## config.mk

```make
export PLATFORM = sky130hd
export DESIGN_NAME = cmpbr_resolver
export DESIGN_NICKNAME = d
export VERILOG_FILES = /design/src/rtl/cmpbr_pkg.sv /design/src/rtl/cmpbr_pending.sv /design/src/rtl/cmpbr_relreg.sv /design/src/rtl/cmpbr_predicate.sv /design/src/rtl/cmpbr_resolver.sv
export SDC_FILE = /design/constraint.sdc
export NUM_CORES = 1
export LEC_CHECK = 0
export CAP_MARGIN = 10
export CORE_AREA = 2 2 39 41
export DETAILED_ROUTE_END_ITERATION = 12
export DIE_AREA = 0 0 41 43
export HOLD_SLACK_MARGIN = 0.1
export PLACE_DENSITY = 0.71
export SETUP_SLACK_MARGIN = 0.02
export SLEW_MARGIN = 0
export SYNTH_ARGS = -nofsm -noshare
export SYNTH_HDL_FRONTEND = slang
export SYNTH_SLANG_ARGS = --single-unit
```

## constraint.sdc

```tcl
create_clock -name clk -period 4.8 [get_ports clk]
set_clock_uncertainty 0.15 [all_clocks]
set_input_delay 1.2 -clock clk [delete_from_list [all_inputs] [get_ports clk]]
set_output_delay 1.2 -clock clk [all_outputs]
set_load 0.1 [all_outputs]
```

## src/rtl/cmpbr_pkg.sv

```systemverilog
// Package: shared constants and the relation-to-predicate mapping.
// Assumes the relation field layout {uno, gt, lt, eq} from bit 3 down to 0.
package cmpbr_pkg;
    localparam int REL_W     = 4;
    localparam int REL_UNO   = 3;
    localparam int REL_GT    = 2;
    localparam int REL_LT    = 1;
    localparam int REL_EQ    = 0;
    localparam int FPU_CONDS = 14;
    localparam logic [REL_W-1:0] REL_RESET = 4'b1000;

    // Returns predicate k for a relation field; k outside the FPU range gives 0.
    function automatic logic cond_of(input logic [REL_W-1:0] rel, input int k);
        logic u, g, l, e;
        u = rel[REL_UNO];
        g = rel[REL_GT];
        l = rel[REL_LT];
        e = rel[REL_EQ];
        case (k)
            0:       cond_of = e;
            1:       cond_of = u | g | l;
            2:       cond_of = g;
            3:       cond_of = g | e;
            4:       cond_of = l;
            5:       cond_of = l | e;
            6:       cond_of = u;
            7:       cond_of = g | l | e;
            8:       cond_of = u | e;
            9:       cond_of = u | g;
            10:      cond_of = u | g | e;
            11:      cond_of = u | l;
            12:      cond_of = u | l | e;
            13:      cond_of = 1'b1;
            default: cond_of = 1'b0;
        endcase
    endfunction
endpackage

```

## src/rtl/cmpbr_pending.sv

```systemverilog
// Pending-compare counter: rises on issue, falls on retire and on kill.
// Assumes the pipeline never retires or kills more compares than it issued,
// and never holds more than 2**CNT_W-1 compares.
module cmpbr_pending #(
    parameter int CNT_W = 3
) (
    input  logic clk,
    input  logic rst_n,
    input  logic issue,
    input  logic retire,
    input  logic kill,
    output logic pending
);
    logic [CNT_W-1:0] cnt_q;

    // Net count update; the three events may coincide in one cycle.
    always_ff @(posedge clk) begin
        if (!rst_n) cnt_q <= '0;
        else        cnt_q <= cnt_q + CNT_W'(issue) - CNT_W'(retire) - CNT_W'(kill);
    end

    assign pending = (cnt_q != '0);
endmodule

```

## src/rtl/cmpbr_relreg.sv

```systemverilog
// Relation field register: written only by a retiring compare.
// Assumes killed compares never assert the retire strobe.
module cmpbr_relreg
    import cmpbr_pkg::*;
(
    input  logic             clk,
    input  logic             rst_n,
    input  logic             wr,
    input  logic [REL_W-1:0] din,
    output logic [REL_W-1:0] rel
);
    // Hold the last retired compare result; reset reads as unordered.
    always_ff @(posedge clk) begin
        if (!rst_n)  rel <= REL_RESET;
        else if (wr) rel <= din;
    end
endmodule

```

## src/rtl/cmpbr_predicate.sv

```systemverilog
// Predicate vector builder: one combinational bit per branch condition.
// Bits at or above FPU_CONDS are reserved and tied to 0.
module cmpbr_predicate
    import cmpbr_pkg::*;
#(
    parameter int NPRED = 16
) (
    input  logic [REL_W-1:0] rel,
    output logic [NPRED-1:0] vec
);
    for (genvar k = 0; k < NPRED; k++) begin : g_bit
        if (k < FPU_CONDS) begin : g_fpu
            // FPU condition k as a fixed OR of relation flags.
            assign vec[k] = cond_of(rel, k);
        end else begin : g_rsvd
            // Reserved condition slot.
            assign vec[k] = 1'b0;
        end
    end
endmodule

```

## src/rtl/cmpbr_resolver.sv

```systemverilog
// Compare-status branch resolver top.
// Stalls a presented branch while compares are pending, otherwise selects the
// predicate bit {opc_lo, sub} and reports the direction one cycle later.
// Assumes the integer side holds br_valid and the index steady while stalled.
module cmpbr_resolver
    import cmpbr_pkg::*;
#(
    parameter int CNT_W = 3,
    parameter int NPRED = 16
) (
    input  logic       clk,
    input  logic       rst_n,
    input  logic       cmp_issue,
    input  logic       cmp_retire,
    input  logic [3:0] cmp_result,
    input  logic       cmp_kill,
    input  logic       br_valid,
    input  logic [2:0] br_opc_lo,
    input  logic       br_sub,
    output logic       br_stall,
    output logic       res_valid,
    output logic       res_taken,
    output logic [3:0] rel_field
);
    localparam int IDX_W = $clog2(NPRED);

    logic             pending;
    logic [NPRED-1:0] pred_vec;
    logic [IDX_W-1:0] sel_idx;
    logic             accept;

    cmpbr_pending #(.CNT_W(CNT_W)) u_pend (
        .clk    (clk),
        .rst_n  (rst_n),
        .issue  (cmp_issue),
        .retire (cmp_retire),
        .kill   (cmp_kill),
        .pending(pending)
    );

    cmpbr_relreg u_rel (
        .clk  (clk),
        .rst_n(rst_n),
        .wr   (cmp_retire),
        .din  (cmp_result),
        .rel  (rel_field)
    );

    cmpbr_predicate #(.NPRED(NPRED)) u_pred (
        .rel(rel_field),
        .vec(pred_vec)
    );

    // Index: opcode low bits above, sub-opcode bit as LSB.
    assign sel_idx  = {br_opc_lo, br_sub};
    assign br_stall = br_valid & pending;
    assign accept   = br_valid & ~pending;

    // Register the resolution pulse and its direction.
    always_ff @(posedge clk) begin
        if (!rst_n) begin
            res_valid <= 1'b0;
            res_taken <= 1'b0;
        end else begin
            res_valid <= accept;
            res_taken <= accept & pred_vec[sel_idx];
        end
    end
endmodule

```

# Word-level counts from Yosys, hierarchy flattened
# Cells that the tools add are included.
[word_totals] regBits=9 latch_bits=0 ram_bits=0 mem_bits_ro=0 in_bits=14 output_inout_bits=7 word_cells=25 mem_count=0
[classes] n_addsub=3 multipliers=0 n_div=0 n_lt_le_gt_ge=1 n_eq_ne=0 n_shift=0 mux=2 n_bitwise=14 reduce_logical=1
[op_table] cell="OR 1 bit" n=10
[op_table] cell="subtractor 3 x 1 -> 3 bit" n=2
[op_table] cell="less-than comparator 4 x 5 -> 1 bit (second input constant)" n=1
[op_table] cell="binary-select mux 1 bit (select 4 bit)" n=1
[op_table] cell="adder 3 x 1 -> 3 bit" n=1
[op_table] cell="bitwise AND 1 bit" n=3
[op_table] cell="nonzero test 3 bit" n=1
[op_table] cell="two-way mux 1 bit" n=1
[op_table] cell="NOT 1 bit" n=1

# Depth between registers and ports, before layout
# Gate-level depths: netlist of run 1.
[depth] depth_word=5 ltp_mapped=8 ltp_nobuf=8

# By module
# From an unflattened synthesis of run 1, not the netlist that was laid out.
[unflattened] hier_cells=66 area_unflattened_um2=658.1
[modules_own_cells] module="cmpbr_resolver" instances=1 cells_per_inst=19 area_each_um2=210.2
[modules_own_cells] module="cmpbr_pending" instances=1 cells_per_inst=16 area_each_um2=183.9
[modules_own_cells] module="cmpbr_relreg" instances=1 cells_per_inst=13 area_each_um2=147.6
[modules_own_cells] module="cmpbr_predicate" instances=1 cells_per_inst=18 area_each_um2=116.4

# Worst setup path after synthesis of run 1
# OpenSTA, ideal clock, no wires.
[synth_timing] path_type="input -> output" from="in br_valid" to="out br_stall" arrival_time_ns=2.534 path_slack_ns=0.916 stages=1 cell_sequence="nor2b_1"
[synth_between] elab_chain_len=1
[synth_lines] element="start: declaration" line_no="cmpbr_resolver.sv:17" rtl="input logic br_valid,"
[synth_lines] element="bitwise AND 1 bit" line_no="cmpbr_resolver.sv:56" rtl="assign br_stall = br_valid & pending;"
[synth_lines] element="end: declaration" line_no="cmpbr_resolver.sv:20" rtl="output logic br_stall,"
# No other way between the ends.

# Worst setup path after layout of run 1
# Same ends and word-level chain as after synthesis.

==> qor.csv, run 1 <==
stage,metric,value,unit
route,final_antenna_net_count,0,
sta,setup_violations,0,
logic_synthesis,ys_seq_area_share,33.88,%
critical_path,setup.worst_path.end_class,output port,
placed_design,buffer_ports.inserted,20,
sta,rsz0062_at_grt,false,
hold_path,worstHoldPathType,reg -> reg,
global_route,number_of_antenna_violations_at_the_first_check_in_global_routing,0,
clock_tree,tritoncts,yes,
finish,area_growth_syn_to_layout,40.94,%
logic_synthesis,synth_edf_count,0,
finish,nFillCells,147,
floorplanning,number_of_core_rows,14,
pwr,finalPower,259.5,µW
sta,final_max_slew_viol_count,0,
sta,maxSlewHeadroom,34.92,%
logic_synthesis,synth_warnings,0,
floorplanning,core,0.001384,mm²
sta,hold_slack,0.4312,ns
clock_tree,cts_repair_resize_count,0,
logic_synthesis,netlist.area_leader.share,33.88,%
logic_synthesis,post-synth-top-area-cell,sky130_fd_sc_hd__dfxtp_1,
sta,finalWorstSetupSlack,1.362,ns
clock_tree,master_cell_of_the_clock_root_buffer,sky130_fd_sc_hd__clkbuf_4,
status,outcome,"complete, no violations",
logic_synthesis,ys_async_sr_fraction,0,%
clock_tree,cts.hold.buffers_added,0,
floorplanning,die_area,0.001763,mm²
logic_synthesis,yosys-top-cells-count,"sky130_fd_sc_hd__dfxtp_1 (9), sky130_fd_sc_hd__inv_1 (5), sky130_fd_sc_hd__mux2i_1 (4), sky130_fd_sc_hd__nor2b_1 (4)",
placed_design,place_area,723.2,µm²
global_route,grt_start_max_net_pins,10,
global_route,via_count_of_the_first_global_routing_pass,390,
floorplanning,top_level_ports,21,
placed_design,place_ws,1.360,ns
global_route,globalRouteTotalUtil,13.02,%
route,detail_route.iter0.violations,5,
placed_design,place_congestion,0.6858,
clock_tree,clock_sinks,9,
clock_tree,cts_max_path_buffers,2,
floorplanning,floorplan.die.width,41,µm
floorplanning,initial_utilization,38.43,%
finish,antenna_cells,0,
finish,final_cell_area_excluding_filler_cells,749.5,µm²
logic_synthesis,post_synth_main_area_contributors,"sky130_fd_sc_hd__dfxtp_1 (34%), sky130_fd_sc_hd__mux2i_1 (7.5%), sky130_fd_sc_hd__ha_1 (7.1%), sky130_fd_sc_hd__nor2b_1 (4.7%), sky130_fd_sc_hd__buf_6 (4.2%)",
logic_synthesis,synthCells,57,
route,via_count,448,
sta,min_period,3.438,ns
critical_path,start_kind,input pin,
sta,final_min_period_over_clock_period,71.63,%
logic_synthesis,yosysMostFrequentCell,sky130_fd_sc_hd__dfxtp_1,
logic_synthesis,ys.flop_type,sky130_fd_sc_hd__dfxtp_1,
route,wl,881,µm
sta,tns,0,ns
logic_synthesis,yosys_register_bits,9,
critical_path,path_max_fanout,2,
finish,final_net_count,97,
clock_tree,postCtsSetupBuffers,0,
finish,drive_above_1_share,7.692,%
pwr,irDropWorstVdd,0.0001639,V
critical_path,worst-endpoint-required,3.45,ns
sta,achievable-frequency,0.2908,GHz
logic_synthesis,synth.lib_cells_used.distinct,25,
sta,hold_violation_total_from_the_final_report,0,
pwr,static-leakage-power,0.0003123,µW
logic_synthesis,syn_nets,75,
critical_path,worst-setup-path-type,in -> out,
logic_synthesis,mappedNetlistArea,531.8,µm²
clock_tree,ctsHtreeMaxLevel,1,
floorplanning,die_h,43,µm
route,via_per_inst,4.766,
route,drt_first_pass_iters,2,
critical_path,critical_path_arrival,2.09,ns
flow_run,max_cap_viol_count,0,
clock_tree,cts_buf_count,3,
placed_design,dp_hpwl,721.7,µm
global_route,grt_overflow_total,0,
sta,tightest_slew,0.9731,ns
route,drc_errors,0,
logic_synthesis,postSynthAreaPerCell,9.329,µm²
clock_tree,worstSkewPairLatency,0.25,ns
global_route,global_route_wire_length_before_repair,1559,µm
route,route.detailed.wl_per_inst,9.372,µm
pwr,p_per_area,346.2,mW/mm²
clock_tree,clkSlewWorstSetupHoldPaths,0.06,ns
[final cells by class]
type                            count  area (µm²)  share of cell area [%]
Inverter                            5       18.77                   2.504
Sequential cell                     9       180.2                   24.04
Tap cell                           16       20.02                   2.671
Clock buffer                        4       26.28                   3.506
Timing Repair Buffer               20       197.7                   26.38
Multi-Input combinational cell     40       306.5                   40.90
[metal layers]
layer | vias to the layer above | routed length, µm | GRT usage, %
met3 | 2 | 83 | 5.759
li1 | 236 | - | -
met4 | 0 | 7 | 6.000
met5 | - | 0 | 0
met1 | 195 | 397 | 16.67
met2 | 15 | 391 | 18.13
[kinds of logic (layout without fill, tap and decap cells)]
kind of cell             count (synthesis)  in the layout  share of synthesized area (%)
adder cells (fa/ha/maj)                  4              4                          10.82
AO/OA/AOI/OAI                           11             11                          16.00
XOR/XNOR                                 3              3                          4.942
AND/OR/NAND/NOR                         18             18                          18.35
flip-flops                               9              9                          33.88
multiplexers                             4              4                          7.530
buffers and inverters                    8             29                          8.470
[metrics by stage]
step	util, %	cells
after floorplan	-	57
final	54.16	94
after global routing	54.16	94
after global placement	52.26	90
after CTS	54.16	94
after detailed placement	52.26	90
[layout by cell type, fill, tap and decap left out]
master,Yosys,layout
sky130_fd_sc_hd__nor4_1,1,1
sky130_fd_sc_hd__clkbuf_4,0,3
sky130_fd_sc_hd__o31a_1,1,1
sky130_fd_sc_hd__buf_4,0,1
sky130_fd_sc_hd__a221oi_2,1,1
sky130_fd_sc_hd__inv_1,5,5
sky130_fd_sc_hd__nand3_1,1,1
sky130_fd_sc_hd__o21ai_1,1,1
sky130_fd_sc_hd__xnor2_1,2,2
sky130_fd_sc_hd__nor3_1,1,1
sky130_fd_sc_hd__xor2_1,1,1
sky130_fd_sc_hd__clkbuf_1,1,1
sky130_fd_sc_hd__a221o_1,1,1
sky130_fd_sc_hd__and2_1,3,3
sky130_fd_sc_hd__nor2b_1,4,4
sky130_fd_sc_hd__fa_1,1,1
sky130_fd_sc_hd__dfxtp_1,9,9
sky130_fd_sc_hd__a211o_1,1,1
sky130_fd_sc_hd__nand2_1,3,3
sky130_fd_sc_hd__nand2b_1,3,3
sky130_fd_sc_hd__ha_1,3,3
sky130_fd_sc_hd__a21oi_1,3,3
sky130_fd_sc_hd__a31oi_2,1,1
sky130_fd_sc_hd__clkdlybuf4s50_1,0,19
sky130_fd_sc_hd__mux2i_1,4,4
sky130_fd_sc_hd__o21ai_0,2,2
sky130_fd_sc_hd__nor2_1,2,2
[registers in the layout (all words and copies together), names as in the netlist]
name	flops
u_rel.rel	4
u_pend.cnt_q	3
res_taken	1
res_valid	1
[worst paths after layout]
path / start / to / slack (ns) / cells after the start
max: br_valid / br_stall / 1.36 / 3
min: u_rel.rel[2] / u_rel.rel[2] / 0.43 / 2
max reg2reg: u_pend.cnt_q[1] / u_pend.cnt_q[2] / 3.28 / 7
min reg2reg: u_rel.rel[2] / u_rel.rel[2] / 0.43 / 2
[power by group]
part / leakage [µW] / switching [µW] / internal (µW)
sequential: 0.0000744 / 7.42 / 85.9
combinational: 0.000223 / 69.7 / 41.5
clock: 0.0000150 / 23.1 / 31.8
[worst max-delay path, stage by stage]
cell and delay (ns):
sky130_fd_sc_hd__clkdlybuf4s50_1 0.47, sky130_fd_sc_hd__nor2b_1 0.12, sky130_fd_sc_hd__buf_4 0.29
(Power assumes the default switching activity.)
==> inputs of run 2 (changes only) <==
- CORE_AREA: 2 2 39 41 -> default
- CORE_MARGIN: default -> 1
- CORE_UTILIZATION: default -> 37
- DIE_AREA: 0 0 41 43 -> default
- PLACE_DENSITY: 0.71 -> 0.7
- clock period: 4.8 -> 2.8 ns (I/O delays scaled with it)
==> run 2 against run 1 <==
  * Largest cell class unchanged
  * Clock power grew 86%
  * Sequential share of layout area shrank 0.24 points
  * First-iteration DRC count shrank 20%
  * Critical endpoint is now u_pend.cnt_q[2]
  * Die area shrank 9.7%
  * Power grew 79%
  * Non-clock buffer count grew 1
  * Setup slack lost 1.1 ns
  * Combinational power grew 83%
  * Final cell count is the same
  * Clock-buffer cell count shrank 1
  * Sequential power grew 71%
==> qor.csv, run 2 (same netlist as run 1, synthesis figures left out) <==
stage,metric,value,unit
floorplanning,number_of_core_rows,13,
finish,largestRegisters,"u_rel.rel x4, u_pend.cnt_q x3",
critical_path,worst-endpoint-required,2.82,ns
pwr,total_switching_power,185.7,µW
finish,largest_register_ffs,4,
clock_tree,cts.hold.buffers_added,0,
placed_design,place_congestion,0.6869,
sta,maxSlewHeadroom,80.65,%
sta,hold_slack,0.4410,ns
placed_design,dp_hpwl,814.2,µm
placed_design,post-place-cells,90,
sta,final_min_period_over_clock_period,90.13,%
pwr,internal-power,280.0,µW
critical_path,start_kind,input pin,
pwr,static-leakage-power,0.0003336,µW
route,wl,996,µm
finish,area_growth_syn_to_layout,42.35,%
pwr,finalPower,465.7,µW
pwr,p_per_area,615.2,mW/mm²
global_route,global_route_wire_length_before_repair,1483,µm
floorplanning,core,0.001318,mm²
clock_tree,worstSkewPairLatency,0.27,ns
clock_tree,master_cell_of_the_clock_root_buffer,sky130_fd_sc_hd__clkbuf_4,
route,detail_route.iter0.violations,4,
floorplanning,floorplan.die.width,39.91,µm
critical_path,timing.critical_path.depth,9,
critical_path,path_max_fanout,1,
placed_design,place_ws,-0.02834,ns
finish,antenna_cells,0,
finish,drive_above_1_share,18.99,%
clock_tree,cts_buf_count,3,
sta,achievable-frequency,0.3963,GHz
floorplanning,initial_utilization,40.36,%
placed_design,place_area,729.5,µm²
sta,setup_violations,0,
global_route,grt_overflow_total,0,
sta,min_period,2.524,ns
clock_tree,cts_repair_resize_count,0,
pwr,clock_power_share,21.9,%
route,route.detailed.wl_per_inst,10.60,µm
critical_path,worst_r2r_path_depth,7,
global_route,grt_start_max_net_pins,10,
route,drt_first_pass_iters,2,
clock_tree,tritoncts,yes,
pwr,power.switching_fraction,39.88,%
status,outcome,"complete, no violations",
pwr,power.share.sequential,34.4,%
route,final_antenna_net_count,0,
critical_path,path_delay_family,adder cells,
route,via_count,443,
critical_path,r2r_slack,1.29,ns
critical_path,worst-setup-path-type,in -> reg,
finish,stdcell_count,94,
critical_path,crit_path_top_delay_cell,sky130_fd_sc_hd__fa_1,
clock_tree,ctsHtreeMaxLevel,1,
sta,finalWorstSetupSlack,0.2763,ns
floorplanning,top_level_ports,21,
clock_tree,clock_sinks,9,
finish,final_cell_area_excluding_filler_cells,757.0,µm²
route,via_per_inst,4.713,
global_route,number_of_antenna_violations_at_the_first_check_in_global_routing,0,
critical_path,critical_path_arrival,2.54,ns
finish,layout_common_cells,"sky130_fd_sc_hd__clkdlybuf4s50_1 (13), sky130_fd_sc_hd__dfxtp_1 (9), sky130_fd_sc_hd__buf_4 (7)",
clock_tree,cts_max_path_buffers,2,
floorplanning,die_area,0.001593,mm²
clock_tree,clkSlewWorstSetupHoldPaths,0.07,ns
sta,tightest_slew,0.2894,ns
route,drc_errors,0,
placed_design,buffer_ports.inserted,20,
finish,largest_register,u_rel.rel,
critical_path,cp_max_stage_delay,0.53,ns
flow_run,max_cap_viol_count,0,
pwr,share_comb_of_total_power,43.7,%
global_route,via_count_of_the_first_global_routing_pass,371,
critical_path,setup.worst_path.end_class,flop,
global_route,globalRouteTotalUtil,14.97,%
finish,final_net_count,98,
pwr,irDropWorstVdd,0.0003460,V
critical_path,worstSetupStartpoint,cmp_issue,
critical_path,crit_path_cell_trace,"clkdlybuf4s50_1, inv_1, fa_1, inv_1, ha_1, ha_1, xnor2_1, xnor2_1, and2_1",
finish,mostFrequentLayoutCell,sky130_fd_sc_hd__clkdlybuf4s50_1,
critical_path,timing.critical_path.buf_inv,3,
floorplanning,die_h,39.91,µm
hold_path,worstHoldPathType,reg -> reg,
clock_tree,postCtsSetupBuffers,0,
sta,hold_violation_total_from_the_final_report,0,
critical_path,timing.rr.end,u_pend.cnt_q[2],
sta,final_max_slew_viol_count,0,
finish,nFillCells,115,
critical_path,last_element_of_the_critical_path,u_pend.cnt_q[2],
critical_path,regToRegStartpoint,u_pend.cnt_q[1],
sta,rsz0062_at_grt,false,
-- run 2: cell types whose count changed in the layout (fill, tap and decap cells not counted) --
| cell | previous run | this run |
|---|---|---|
| sky130_fd_sc_hd__buf_4 | 1 | 7 |
| sky130_fd_sc_hd__clkdlybuf4s50_1 | 19 | 13 |
| sky130_fd_sc_hd__buf_12 | 0 | 1 |
| sky130_fd_sc_hd__clkbuf_1 | 1 | 0 |
| sky130_fd_sc_hd__clkinv_2 | 0 | 1 |
| sky130_fd_sc_hd__nor2b_1 | 4 | 3 |
| sky130_fd_sc_hd__nor2b_2 | 0 | 1 |
-- run 2: worst min path at each step --
stage | from | end | slack [ns] | cells past startpoint
after floorplan | u_pend.cnt_q[1] | res_valid | 0.40 | 3
after global placement | u_pend.cnt_q[0] | u_pend.cnt_q[0] | 0.42 | 2
after detailed placement | u_pend.cnt_q[0] | u_pend.cnt_q[0] | 0.43 | 2
after CTS | u_pend.cnt_q[0] | u_pend.cnt_q[0] | 0.45 | 2
after global routing | u_rel.rel[0] | u_rel.rel[0] | 0.49 | 2
final | u_pend.cnt_q[0] | u_pend.cnt_q[0] | 0.44 | 2
-- run 2: power groups by stage --
stage	registers [µW]	logic [µW]	clock network, µW
after floorplan	210	100	0
after global placement	163	205	0
after detailed placement	164	205	0
after CTS	161	206	106
after global routing	163	221	113
final	160	203	102
-- run 2: cell type report --
| cell class | instances | area (µm²) | share of cell area, % |
|---|---|---|---|
| inverters | 5 | 18.77 | 2.479 |
| clock buffers | 3 | 22.52 | 2.975 |
| flip-flops and latches | 9 | 180.2 | 23.80 |
| repair buffers | 21 | 202.7 | 26.78 |
| clock inverters | 1 | 5.005 | 0.6612 |
| multi-input cells | 40 | 309.0 | 40.83 |
| well taps | 15 | 18.77 | 2.479 |
-- run 2: through the flow --
stage          TNS [ns]  utilization [%]
6_report              0            57.45
5_1_grt               0            57.45
4_1_cts               0            57.45
3_5_place_dp   -0.02834            55.37
3_3_place_gp   -0.02323            55.37
2_1_floorplan         0                -
-- run 2: tightest hold or removal path: cells and delay by family (launching register included) --
kind | cells | cell delay, ns
flops | 1 | 0.33
fa+ha+maj | 1 | 0.12
simple gates | 1 | 0.11
-- run 2: per-layer routing --
metal	global-route usage (%)	wire, µm
met1	16.44	454
met2	22.58	490
met3	8.523	39
met4	7.759	11
met5	0	0
==> inputs of run 3 (changes only) <==
- GPL_ROUTABILITY_DRIVEN: default -> 0
==> results of run 3 <==
The final DEF is identical to that of run 2; final timing and power are the same.
